## config.mk

```make
export PLATFORM = sky130hd
export DESIGN_NAME = pixfe_top
export DESIGN_NICKNAME = d
export VERILOG_FILES = /design/src/rtl/pixfe_pkg.sv /design/src/rtl/pixfe_fifo.sv /design/src/rtl/pixfe_regs.sv /design/src/rtl/pixfe_evt.sv /design/src/rtl/pixfe_top.sv
export SDC_FILE = /design/constraint.sdc
export NUM_CORES = 1
export LEC_CHECK = 0
export BUFFER_PORTS_ARGS = -buffer_cell sky130_fd_sc_hd__buf_4
export CAP_MARGIN = 20
export CORE_MARGIN = 1.5
export CORE_UTILIZATION = 45
export CTS_CLUSTER_DIAMETER = 40
export DETAILED_ROUTE_END_ITERATION = 6
export GPL_TIMING_DRIVEN = 1
export PLACE_DENSITY = 0.66
export SLEW_MARGIN = 25
export SYNTH_ARGS = -nofsm -noshare
export SYNTH_HDL_FRONTEND = slang
export SYNTH_HIERARCHICAL = 1
export SYNTH_SLANG_ARGS = --single-unit
```

## constraint.sdc

```tcl
create_clock -name clk -period 6.3 [get_ports clk]
set_input_delay 1.89 -clock clk [delete_from_list [all_inputs] [get_ports clk]]
set_output_delay 1.89 -clock clk [all_outputs]
set_load 0.005 [all_outputs]
```

## src/rtl/pixfe_pkg.sv

```systemverilog
package pixfe_pkg;
  localparam int AW = 6;
  localparam int DW = 32;

  localparam logic [AW-1:0] ADR_CTRL  = 6'h00;
  localparam logic [AW-1:0] ADR_BITT  = 6'h04;
  localparam logic [AW-1:0] ADR_LATCH = 6'h0C;
  localparam logic [AW-1:0] ADR_DATA  = 6'h14;
  localparam logic [AW-1:0] ADR_DMAC  = 6'h18;
  localparam logic [AW-1:0] ADR_IEN   = 6'h1C;
  localparam logic [AW-1:0] ADR_STAT  = 6'h20;

  typedef struct packed {
    logic [12:0] len;
    logic [2:0]  order;
    logic        run;
    logic [5:0]  t1h;
    logic [4:0]  t1l;
    logic [4:0]  t0h;
    logic [5:0]  t0l;
    logic [12:0] tlatch;
    logic [9:0]  npix;
    logic        dma_on;
    logic [4:0]  trig;
    logic        ie_glob;
    logic        ie_req;
    logic        ie_fin;
  } cfg_t;
endpackage

```

## src/rtl/pixfe_fifo.sv

```systemverilog
module pixfe_fifo #(
  parameter int DW    = 32,
  parameter int DEPTH = 32,
  localparam int LW   = $clog2(DEPTH + 1),
  localparam int PW   = (DEPTH > 1) ? $clog2(DEPTH) : 1
) (
  input  logic          clk,
  input  logic          rst_n,
  input  logic          flush_i,
  input  logic          push_i,
  input  logic [DW-1:0] push_data_i,
  input  logic          pop_i,
  output logic [DW-1:0] head_o,
  output logic          empty_o,
  output logic          full_o,
  output logic [LW-1:0] level_o
);
  logic [DW-1:0] mem [DEPTH];
  logic [PW-1:0] wptr, rptr;
  logic [LW-1:0] level;
  logic          do_push, do_pop;

  assign empty_o = (level == '0);
  assign full_o  = (level == LW'(DEPTH));
  assign do_push = push_i && !full_o;
  assign do_pop  = pop_i && !empty_o;
  assign head_o  = mem[rptr];
  assign level_o = level;

  function automatic logic [PW-1:0] bump(input logic [PW-1:0] p);
    return (p == PW'(DEPTH - 1)) ? '0 : p + 1'b1;
  endfunction

  always_ff @(posedge clk) begin
    if (!rst_n || flush_i) begin
      wptr  <= '0;
      rptr  <= '0;
      level <= '0;
    end else begin
      if (do_push) wptr <= bump(wptr);
      if (do_pop)  rptr <= bump(rptr);
      if (do_push && !do_pop)      level <= level + 1'b1;
      else if (do_pop && !do_push) level <= level - 1'b1;
    end
  end

  always_ff @(posedge clk) begin
    if (do_push && !flush_i) mem[wptr] <= push_data_i;
  end
endmodule

```

## src/rtl/pixfe_regs.sv

```systemverilog
module pixfe_regs
  import pixfe_pkg::*;
#(
  parameter int LW = 6
) (
  input  logic          clk,
  input  logic          rst_n,
  input  logic          bus_wr,
  input  logic [AW-1:0] bus_addr,
  input  logic [DW-1:0] bus_wdata,
  output logic [DW-1:0] bus_rdata,
  input  logic          xfer_done,
  input  logic [LW-1:0] level_i,
  input  logic          flag_req_i,
  input  logic          flag_fin_i,
  output cfg_t          cfg_o,
  output logic          flush_o,
  output logic          push_o,
  output logic          stat_wr_o
);
  cfg_t cfg;
  logic wr_ctrl;

  assign wr_ctrl   = bus_wr && (bus_addr == ADR_CTRL);
  assign flush_o   = wr_ctrl && bus_wdata[0] && !cfg.run;
  assign push_o    = bus_wr && (bus_addr == ADR_DATA);
  assign stat_wr_o = bus_wr && (bus_addr == ADR_STAT);
  assign cfg_o     = cfg;

  always_ff @(posedge clk) begin
    if (!rst_n) begin
      cfg <= '0;
    end else begin
      if (wr_ctrl) begin
        cfg.len   <= bus_wdata[28:16];
        cfg.order <= bus_wdata[8:6];
        cfg.run   <= bus_wdata[0];
      end else if (xfer_done) begin
        cfg.run <= 1'b0;
      end
      if (bus_wr && bus_addr == ADR_BITT) begin
        cfg.t1h <= bus_wdata[26:21];
        cfg.t1l <= bus_wdata[20:16];
        cfg.t0h <= bus_wdata[10:6];
        cfg.t0l <= bus_wdata[5:0];
      end
      if (bus_wr && bus_addr == ADR_LATCH) begin
        cfg.tlatch <= bus_wdata[28:16];
        cfg.npix   <= bus_wdata[9:0];
      end
      if (bus_wr && bus_addr == ADR_DMAC) begin
        cfg.dma_on <= bus_wdata[5];
        cfg.trig   <= bus_wdata[4:0];
      end
      if (bus_wr && bus_addr == ADR_IEN) begin
        cfg.ie_glob <= bus_wdata[5];
        cfg.ie_req  <= bus_wdata[1];
        cfg.ie_fin  <= bus_wdata[0];
      end
    end
  end

  always_comb begin
    unique case (bus_addr)
      ADR_CTRL:  bus_rdata = {3'b0, cfg.len, 7'b0, cfg.order, 5'b0, cfg.run};
      ADR_BITT:  bus_rdata = {5'b0, cfg.t1h, cfg.t1l, 5'b0, cfg.t0h, cfg.t0l};
      ADR_LATCH: bus_rdata = {3'b0, cfg.tlatch, 6'b0, cfg.npix};
      ADR_DMAC:  bus_rdata = {26'b0, cfg.dma_on, cfg.trig};
      ADR_IEN:   bus_rdata = {26'b0, cfg.ie_glob, 3'b0, cfg.ie_req, cfg.ie_fin};
      ADR_STAT:  bus_rdata = {16'b0, 6'(level_i), 8'b0, flag_req_i, flag_fin_i};
      default:   bus_rdata = '0;
    endcase
  end
endmodule

```

## src/rtl/pixfe_evt.sv

```systemverilog
module pixfe_evt
  import pixfe_pkg::*;
#(
  parameter int DEPTH = 32,
  parameter int LW    = 6
) (
  input  logic          clk,
  input  logic          rst_n,
  input  cfg_t          cfg_i,
  input  logic [LW-1:0] level_i,
  input  logic          xfer_done,
  input  logic          stat_wr_i,
  input  logic [1:0]    stat_w1c_i,
  output logic          flag_req_o,
  output logic          flag_fin_o,
  output logic          irq_o,
  output logic          dma_req_o
);
  logic set_req, free_ok;

  assign set_req = cfg_i.run && !cfg_i.dma_on && (32'(level_i) <= 32'(cfg_i.trig));
  assign free_ok = (32'(DEPTH) - 32'(level_i)) >= 32'(cfg_i.trig);

  always_ff @(posedge clk) begin
    if (!rst_n) begin
      flag_req_o <= 1'b0;
      flag_fin_o <= 1'b0;
    end else begin
      if (set_req)                         flag_req_o <= 1'b1;
      else if (stat_wr_i && stat_w1c_i[1]) flag_req_o <= 1'b0;
      if (xfer_done)                       flag_fin_o <= 1'b1;
      else if (stat_wr_i && stat_w1c_i[0]) flag_fin_o <= 1'b0;
    end
  end

  assign irq_o = cfg_i.ie_glob &&
                 ((flag_req_o && cfg_i.ie_req) || (flag_fin_o && cfg_i.ie_fin));
  assign dma_req_o = cfg_i.dma_on && cfg_i.run && free_ok;
endmodule

```

## src/rtl/pixfe_top.sv

```systemverilog
module pixfe_top
  import pixfe_pkg::*;
#(
  parameter int DEPTH = 32,
  localparam int LW   = $clog2(DEPTH + 1)
) (
  input  logic          clk,
  input  logic          rst_n,
  input  logic          bus_wr,
  input  logic [5:0]    bus_addr,
  input  logic [31:0]   bus_wdata,
  output logic [31:0]   bus_rdata,
  output logic          pix_valid,
  output logic [31:0]   pix_data,
  input  logic          pix_ready,
  input  logic          xfer_done,
  output logic          cfg_run,
  output logic [12:0]   cfg_len,
  output logic [2:0]    cfg_order,
  output logic [5:0]    cfg_t1h,
  output logic [4:0]    cfg_t1l,
  output logic [4:0]    cfg_t0h,
  output logic [5:0]    cfg_t0l,
  output logic [12:0]   cfg_tlatch,
  output logic [9:0]    cfg_npix,
  output logic          irq,
  output logic          dma_req
);
  cfg_t          cfg;
  logic          flush, push, stat_wr, empty, full, flag_req, flag_fin;
  logic [LW-1:0] level;

  pixfe_regs #(.LW(LW)) u_regs (
    .clk(clk), .rst_n(rst_n), .bus_wr(bus_wr), .bus_addr(bus_addr),
    .bus_wdata(bus_wdata), .bus_rdata(bus_rdata), .xfer_done(xfer_done),
    .level_i(level), .flag_req_i(flag_req), .flag_fin_i(flag_fin),
    .cfg_o(cfg), .flush_o(flush), .push_o(push), .stat_wr_o(stat_wr)
  );

  pixfe_fifo #(.DW(DW), .DEPTH(DEPTH)) u_fifo (
    .clk(clk), .rst_n(rst_n), .flush_i(flush), .push_i(push),
    .push_data_i(bus_wdata), .pop_i(pix_valid && pix_ready),
    .head_o(pix_data), .empty_o(empty), .full_o(full), .level_o(level)
  );

  pixfe_evt #(.DEPTH(DEPTH), .LW(LW)) u_evt (
    .clk(clk), .rst_n(rst_n), .cfg_i(cfg), .level_i(level),
    .xfer_done(xfer_done), .stat_wr_i(stat_wr), .stat_w1c_i(bus_wdata[1:0]),
    .flag_req_o(flag_req), .flag_fin_o(flag_fin), .irq_o(irq), .dma_req_o(dma_req)
  );

  assign pix_valid  = cfg.run && !empty;
  assign cfg_run    = cfg.run;
  assign cfg_len    = cfg.len;
  assign cfg_order  = cfg.order;
  assign cfg_t1h    = cfg.t1h;
  assign cfg_t1l    = cfg.t1l;
  assign cfg_t0h    = cfg.t0h;
  assign cfg_t0l    = cfg.t0l;
  assign cfg_tlatch = cfg.tlatch;
  assign cfg_npix   = cfg.npix;
endmodule

```

* Word-level counts from Yosys, hierarchy flattened
Memory sizes are Yosys's and may differ from the RTL's. A register that Yosys moved wholly into a read port is not among the register bits. Cells that the tools add are included.
Word-level totals: bits in writable memories 1024, register bits after elaboration 89, logic and storage cells 92, memories kept 1
Operators by class: add/subtract/negate cells 5, order comparisons 2, mux-type cells 15, equality and inequality tests 9, reduce and logical (&&, ||, !) cells 41
Memory list:
- u_fifo.mem | depth 32, bits a word 32, read ports 1, clocked after memory_dff 1, write ports 1, line pixfe_fifo.sv:18 | logic [DW-1:0] mem [DEPTH];
Operator list (count):
- $pmux W29 S6 | 1
- $ge A32 B5 Y1 | 1
- $logic_and A1 B1 Y1 | 25
- $mux W5 | 4
- $eq A6 B5 Y1 const B | 3
- $eq A6 B6 Y1 const B | 2
- $logic_not A6 Y1 | 2
- $mux W6 | 2
- $add A5 B1 Y5 const B | 2
- $eq A5 B5 Y1 const B | 2
- $logic_not A1 Y1 | 8
- $mux W1 | 8
- $reduce_bool A2 Y1 | 4
- $sub A6 B6 Y7 const A | 1
- $add A6 B1 Y6 const B | 1
- $eq A6 B3 Y1 const B | 1
- $eq A6 B4 Y1 const B | 1
- $le A6 B5 Y1 | 1
- $sub A6 B1 Y6 const B | 1
- $logic_or A1 B1 Y1 | 2

* Logic depth before layout (Yosys ltp)
Gate-level depths: netlist (run 1).
word-level depth 8, depth in mapped cells 12, gate-level depth less buffers 12

* Hierarchy
Netlist (run 1), hierarchy kept.
By module, submodules not included:
- pixfe_fifo | times used 1, cells an instance 2058, area each 40457.6 µm²
- pixfe_regs | times used 1, cells an instance 360, area each 3139.3 µm²
- pixfe_evt | times used 1, cells an instance 51, area each 406.6 µm²
- pixfe_top | times used 1, cells an instance 2, area each 15.0 µm²

* Worst setup path after synthesis (run 1)
No wires, ideal clock.
path type input to output, start input port bus_addr[1], end output port bus_rdata[16], required time 4410 ps, path slack 1180 ps, cell stages on the path 6, buffers on the path 2, arrival 3230 ps, path through or3_1 > buf_2 > nor4_4 > clkbuf_1 > a22oi_1 > nand2_1
On the way: longest elaborated chain between the ends 2, elaborated cells between the ends (all ways) 7, those cells by class eq/ne (5); mux (1); reduce/logical (1)
Ends and longest elaborated chain:
- start, declared | line pixfe_top.sv:10 | input logic [5:0] bus_addr,
- $eq A6 B6 Y1 (tied with other cells) | line pixfe_regs.sv:64 | unique case (bus_addr)
- $pmux W29 S6 * | line pixfe_regs.sv:64
- end, declared | line pixfe_top.sv:12 | output logic [31:0] bus_rdata,
Mark *: on every way between the ends. The rest lies on a longest branch, timed or not.

==> results of run 1 <==
## how the worst max path moves through the flow
stage | start | endpoint | slack, ns
floorplan | bus_addr[1] | bus_rdata[16] | 1.18
global placement | bus_addr[1] | bus_rdata[0] | 0.90
detailed placement | bus_addr[1] | bus_rdata[0] | 0.82
CTS | flop | pix_data[1] | 0.60
global route | flop | pix_data[1] | 0.48
finish | flop | pix_data[1] | 0.55
## final cells by class
class	instances	area [um^2]	area share
multi-input cells	1185	10900	0.211
inverters	19	71.3	0.00137
clock inverters	88	942	0.0182
diodes	3	7.51	0.000145
well taps	1276	1600	0.0308
repair buffers	240	2130	0.0411
flip-flops and latches	1118	32600	0.629
clock buffers	157	3570	0.0687
## worst min-delay path, cell delays in order, from the launching register on
cell,delay (ns)
sky130_fd_sc_hd__dfxtp_1,0.33
sky130_fd_sc_hd__nand2_1,0.06
sky130_fd_sc_hd__mux2i_1,0.06
## state kept, by name, indices dropped and copies added (netlist names), named ones only
register / flops
u_fifo/level_o: 6
u_evt/flag_req_o: 1
u_fifo/rptr: 5
u_fifo/mem: 1024
u_regs/cfg_o: 71
u_fifo/wptr: 5
u_evt/flag_fin_o: 1
## per-stage QoR
stage               area (um^2)  hold WS, ns   util  cells  setup slack [ns]
finish                    51900        0.495  0.536   4086             0.550
detailed placement        47400        0.477  0.489   3838             0.820
global placement          47300        0.468  0.489   3837             0.904
global route              51900        0.510  0.536   4083             0.481
CTS                       51900        0.493  0.536   4083             0.604
floorplan                 44000        0.459      -   2472              1.18
## routing by layer
metal	track usage	vias to the layer above	part of all wire
li1	-	10407	-
met4	0.0646	4	0.023
met3	0.0579	163	0.088
met2	0.351	1022	0.48
met1	0.302	12614	0.41
met5	0	-	0.00025
## report_power, final
part / total [uW] / switching (uW) / internal (uW) / leakage (uW)
clock network: 7710 / 3060 / 4650 / 0.00218
logic: 199 / 165 / 34.0 / 0.00472
registers: 8090 / 3.58 / 8090 / 0.00996
total: 16000 / 3230 / 12800 / 0.0169
==> flow_summary.json, run 1 <==
{
  "worst_pin_slew_ns": 1.02,
  "worstPathMaxFanout": 28,
  "grt_max_degree": 94,
  "row_count": 114,
  "critical-path-max-stage-delay_ns": 0.77,
  "overflow": 0,
  "min-delay-path-class": "reg2reg",
  "die_area_mm2": 0.0997,
  "final_report_setup_violation_count": 0,
  "cell_count_after_synthesis": 2470,
  "insertion_delay_ns": 0.73,
  "detail_route.first_pass.iterations": 7,
  "number_of_warnings_issued_by_yosys": 6,
  "antenna_found_initial": 7,
  "r2r.worst_path.cells": 11,
  "final.period_utilization": 0.913,
  "skew_ns": 0.0291,
  "timing.max_slew.rel_slack": 0.321,
  "clkTransAtPathRegs_ns": 0.06,
  "final_nets": 2765,
  "clkSinkCount": 1118,
  "chipHeight_um": 316,
  "critical_path.n_buffers_inverters": 2,
  "filler_cell_count": 7361,
  "setup.reg_to_reg.worst_slack_ns": 2.70,
  "rsz0062_at_grt": "no",
  "io_pins": 172,
  "tritoncts": "built",
  "dpl.hpwl_mm": 66.3,
  "die_width_um": 316,
  "critical_path.most_common_cell": "sky130_fd_sc_hd__buf_4",
  "number_of_gates_given_a_new_drive_strength_after_cts": 0,
  "crit_path_cell_chain": "nand2b_2 > buf_4 > o21ai_0 > nor3_1 > or4_1 > buf_4",
  "critical_path.top_delay_family": "simple AND/OR/NAND/NOR gates",
  "track_usage": 0.221,
  "cts_made_buffers": 134,
  "path_depth": 6,
  "post_synth_instance_area_mm2": 0.0440,
  "core_area_mm2": 0.0969,
  "total_leakage_power_uw": 0.0169,
  "min_delay_worst_endpoint": "u_regs/cfg_o[68]",
  "syn_area_per_cell_um2": 17.8,
  "cts_buffer_depth": 3,
  "totalNegativeSetupSlack_ns": 0,
  "arrival_ns": 3.86,
  "route.detailed.wl_per_inst_um": 26.8,
  "required_ns": 4.41,
  "timing_worst_setup_path_type": "reg2out",
  "regToRegEndpoint": "u_fifo/level_o[5]",
  "grt_pass1_wl_mm": 161,
  "timing_hold_violations_final": 0,
  "effective_utilization_at_floorplan": 0.454,
  "most_common_library_cell_in_the_layout_ignoring_fill_and_taps": "sky130_fd_sc_hd__edfxtp_1",
  "worstSetupEndpointType": "output pin",
  "post_cts.repair.setup_buffers": 0,
  "irDropWorstVdd_v": 0.000220,
  "critical_path.reg2reg.startpoint": "u_fifo/level_o[2]",
  "hold-path-cell-count": 2,
  "pwr_density_cell_mw_per_mm2": 309,
  "h-tree-depth": 4,
  "io_buffers": 168,
  "drt_iter0_drc": 2539,
  "routed_wl_mm": 110,
  "run_status": "finished, violations left",
  "drc": 6,
  "hp-start": "u_regs/cfg_o[68]",
  "maxClockFrequency_mhz": 174,
  "layout_common_cells": "sky130_fd_sc_hd__edfxtp_1 (1024), sky130_fd_sc_hd__buf_4 (214), sky130_fd_sc_hd__mux2_2 (192)",
  "timing.critical_path.slowest_stage_cell": "sky130_fd_sc_hd__nor3_1",
  "routed_via_density": 5.93,
  "total_power_uw": 16000,
  "timing.critical_path.from_type": "flop",
  "clock_root_buffer_master": "sky130_fd_sc_hd__clkbuf_16",
  "gpl.final_weighted_congestion": 0.884,
  "cts.hold.buffers_added": 0,
  "layout-area-overhead-vs-synth_pct": 17.9,
  "count_of_pins_over_their_slew_limit": 0,
  "number_of_global_route_vias_before_repair": 24728,
  "drtAntennaViolNets": 0,
  "layout_min_cycle_time_ns": 5.75,
  "vias": 24210,
  "drive_gt1_frac": 0.298,
  "violated_checks": "DRC",
  "max-cap-violations": 0
}
Power figures use the tool's default switching activity.
==> run 2, diff against run 1 <==
--- a/config.mk
+++ b/config.mk
@@ -13,6 +13,7 @@
 export DETAILED_ROUTE_END_ITERATION = 6
 export GPL_TIMING_DRIVEN = 1
 export PLACE_DENSITY = 0.66
+export REMOVE_ABC_BUFFERS = 1
 export SLEW_MARGIN = 25
 export SYNTH_ARGS = -nofsm -noshare
 export SYNTH_HDL_FRONTEND = slang
==> run 2 against run 1 <==
The run still ends with DRC left. Clock-buffer cell count up 8. Wire length grew 3.4%. Sequential share of layout area hardly changed. Clock power rose by 0.5%. Largest cell class unchanged.
==> flow_summary.json, run 2 (same netlist as run 1, synthesis figures left out) <==
{
  "layout-area-overhead-vs-synth_pct": 18.0,
  "worst_pin_slew_ns": 0.974,
  "grt_max_degree": 81,
  "drtAntennaViolNets": 0,
  "die_area_mm2": 0.0997,
  "insertion_delay_ns": 0.74,
  "route.detailed.wl_per_inst_um": 27.7,
  "final.period_utilization": 0.915,
  "hold-path-cell-count": 2,
  "count_of_pins_over_their_slew_limit": 0,
  "number_of_gates_given_a_new_drive_strength_after_cts": 0,
  "min_delay_worst_endpoint": "u_regs/cfg_o[20]",
  "cts_made_buffers": 138,
  "run_status": "finished, violations left",
  "arrival_ns": 3.87,
  "setup.reg_to_reg.worst_slack_ns": 2.65,
  "h-tree-depth": 4,
  "detail_route.first_pass.iterations": 7,
  "drive_gt1_frac": 0.297,
  "routed_wl_mm": 113,
  "worstPathMaxFanout": 15,
  "routed_via_density": 5.95,
  "timing_worst_setup_path_type": "in2out",
  "crit_path_cell_chain": "buf_4 > or3_1 > nor4_4 > buf_12 > a22oi_1 > nand2_1 > buf_4",
  "clkSinkCount": 1118,
  "core_area_mm2": 0.0969,
  "totalNegativeSetupSlack_ns": 0,
  "total_power_uw": 16000,
  "grt_pass1_wl_mm": 166,
  "max-cap-violations": 0,
  "layout_min_cycle_time_ns": 5.76,
  "final_nets": 2767,
  "total_leakage_power_uw": 0.0169,
  "effective_utilization_at_floorplan": 0.454,
  "irDropWorstVdd_v": 0.000212,
  "clock_root_buffer_master": "sky130_fd_sc_hd__clkbuf_16",
  "r2r.worst_path.cells": 11,
  "regToRegEndpoint": "u_fifo/level_o[5]",
  "filler_cell_count": 7426,
  "worstSetupEndpointType": "output pin",
  "grt_most_used_layer": "met2",
  "grt.met1_usage": 0.319,
  "maxClockFrequency_mhz": 173,
  "timing.max_slew.rel_slack": 0.350,
  "layout_common_cells": "sky130_fd_sc_hd__edfxtp_1 (1024), sky130_fd_sc_hd__buf_4 (212), sky130_fd_sc_hd__mux2_2 (192)",
  "clkTransAtPathRegs_ns": 0.05,
  "timing_hold_violations_final": 0,
  "met2_grt_util": 0.364,
  "cts.hold.buffers_added": 0,
  "violated_checks": "DRC",
  "number_of_global_route_vias_before_repair": 24690,
  "cts_buffer_depth": 3,
  "min-delay-path-class": "reg2reg",
  "timing.critical_path.from_type": "primary input",
  "track_usage": 0.229,
  "final_report_setup_violation_count": 0,
  "chipHeight_um": 316,
  "largest_register": "u_fifo/mem",
  "drt_iter0_drc": 2399,
  "critical_path.most_common_cell": "sky130_fd_sc_hd__buf_4",
  "tritoncts": "built",
  "grtUsageMet3": 0.0489,
  "drc": 14,
  "seq_area_mm2": 0.0326,
  "critical-path-max-stage-delay_ns": 0.69,
  "skew_ns": 0.0267,
  "multi_input_comb_area_mm2": 0.0109,
  "most_common_library_cell_in_the_layout_ignoring_fill_and_taps": "sky130_fd_sc_hd__edfxtp_1",
  "antenna_found_initial": 1,
  "rsz0062_at_grt": "no",
  "io_buffers": 168,
  "gpl.final_weighted_congestion": 0.856,
  "overflow": 0,
  "hp-start": "u_regs/cfg_o[20]",
  "required_ns": 4.41,
  "vias": 24352,
  "pwr_density_cell_mw_per_mm2": 309,
  "critical_path.reg2reg.startpoint": "u_fifo/level_o[1]",
  "timing.critical_path.slowest_stage_cell": "sky130_fd_sc_hd__nor4_4",
  "row_count": 114,
  "io_pins": 172,
  "dpl.hpwl_mm": 66.2,
  "die_width_um": 316,
  "largest_reg_flops": 1024,
  "post_cts.repair.setup_buffers": 0
}
run 2: critical path, delay by kind of cell:
family,cells,cell delay [ns]
and+or+nand+nor,3,1.31
buffers and inverters,3,0.54
AOI/OAI and AO/OA,1,0.13
run 2: worst max-delay path by stage:
stage	startpoint	to	depth (start not counted)
detailed placement	bus_addr[1]	bus_rdata[23]	7
global route	bus_addr[1]	bus_rdata[23]	7
global placement	bus_addr[1]	bus_rdata[23]	7
finish	bus_addr[1]	bus_rdata[23]	7
floorplan	flop	pix_data[0]	3
CTS	bus_addr[1]	bus_rdata[23]	7
run 2: power breakdown:
part           total, uW  leakage, uW  internal (uW)  switching [uW]
registers           8100      0.00996           8090            3.87
clock network       7750      0.00220           4600            3150
logic                187      0.00471           34.3             153
run 2: final cells by class:
type | count | area share
timing repair buffer | 238 | 0.0407
sequential | 1118 | 0.629
clock inverter | 86 | 0.0174
antenna | 4 | 0.000193
multi-input combinational | 1185 | 0.211
tap | 1276 | 0.0308
clock buffer | 165 | 0.0703
inverter | 19 | 0.00137
run 2: layer usage:
metal / routed length (um) / vias up
met4: 2890 / 0
met1: 47300 / 12682
met5: 0 / -
met3: 9300 / 184
li1: - / 10433
met2: 53800 / 1053
run 2: through the flow:
stage | util | hold WS [ns] | worst slack [ns] | cell area, um^2 | cells
floorplan | - | 0.457 | -6.65 | 43300 | 2322
global placement | 0.489 | 0.463 | 0.666 | 47300 | 3836
detailed placement | 0.489 | 0.474 | 0.616 | 47300 | 3836
CTS | 0.536 | 0.485 | 0.610 | 51900 | 4087
global route | 0.536 | 0.510 | 0.495 | 51900 | 4087
finish | 0.536 | 0.482 | 0.536 | 51900 | 4091
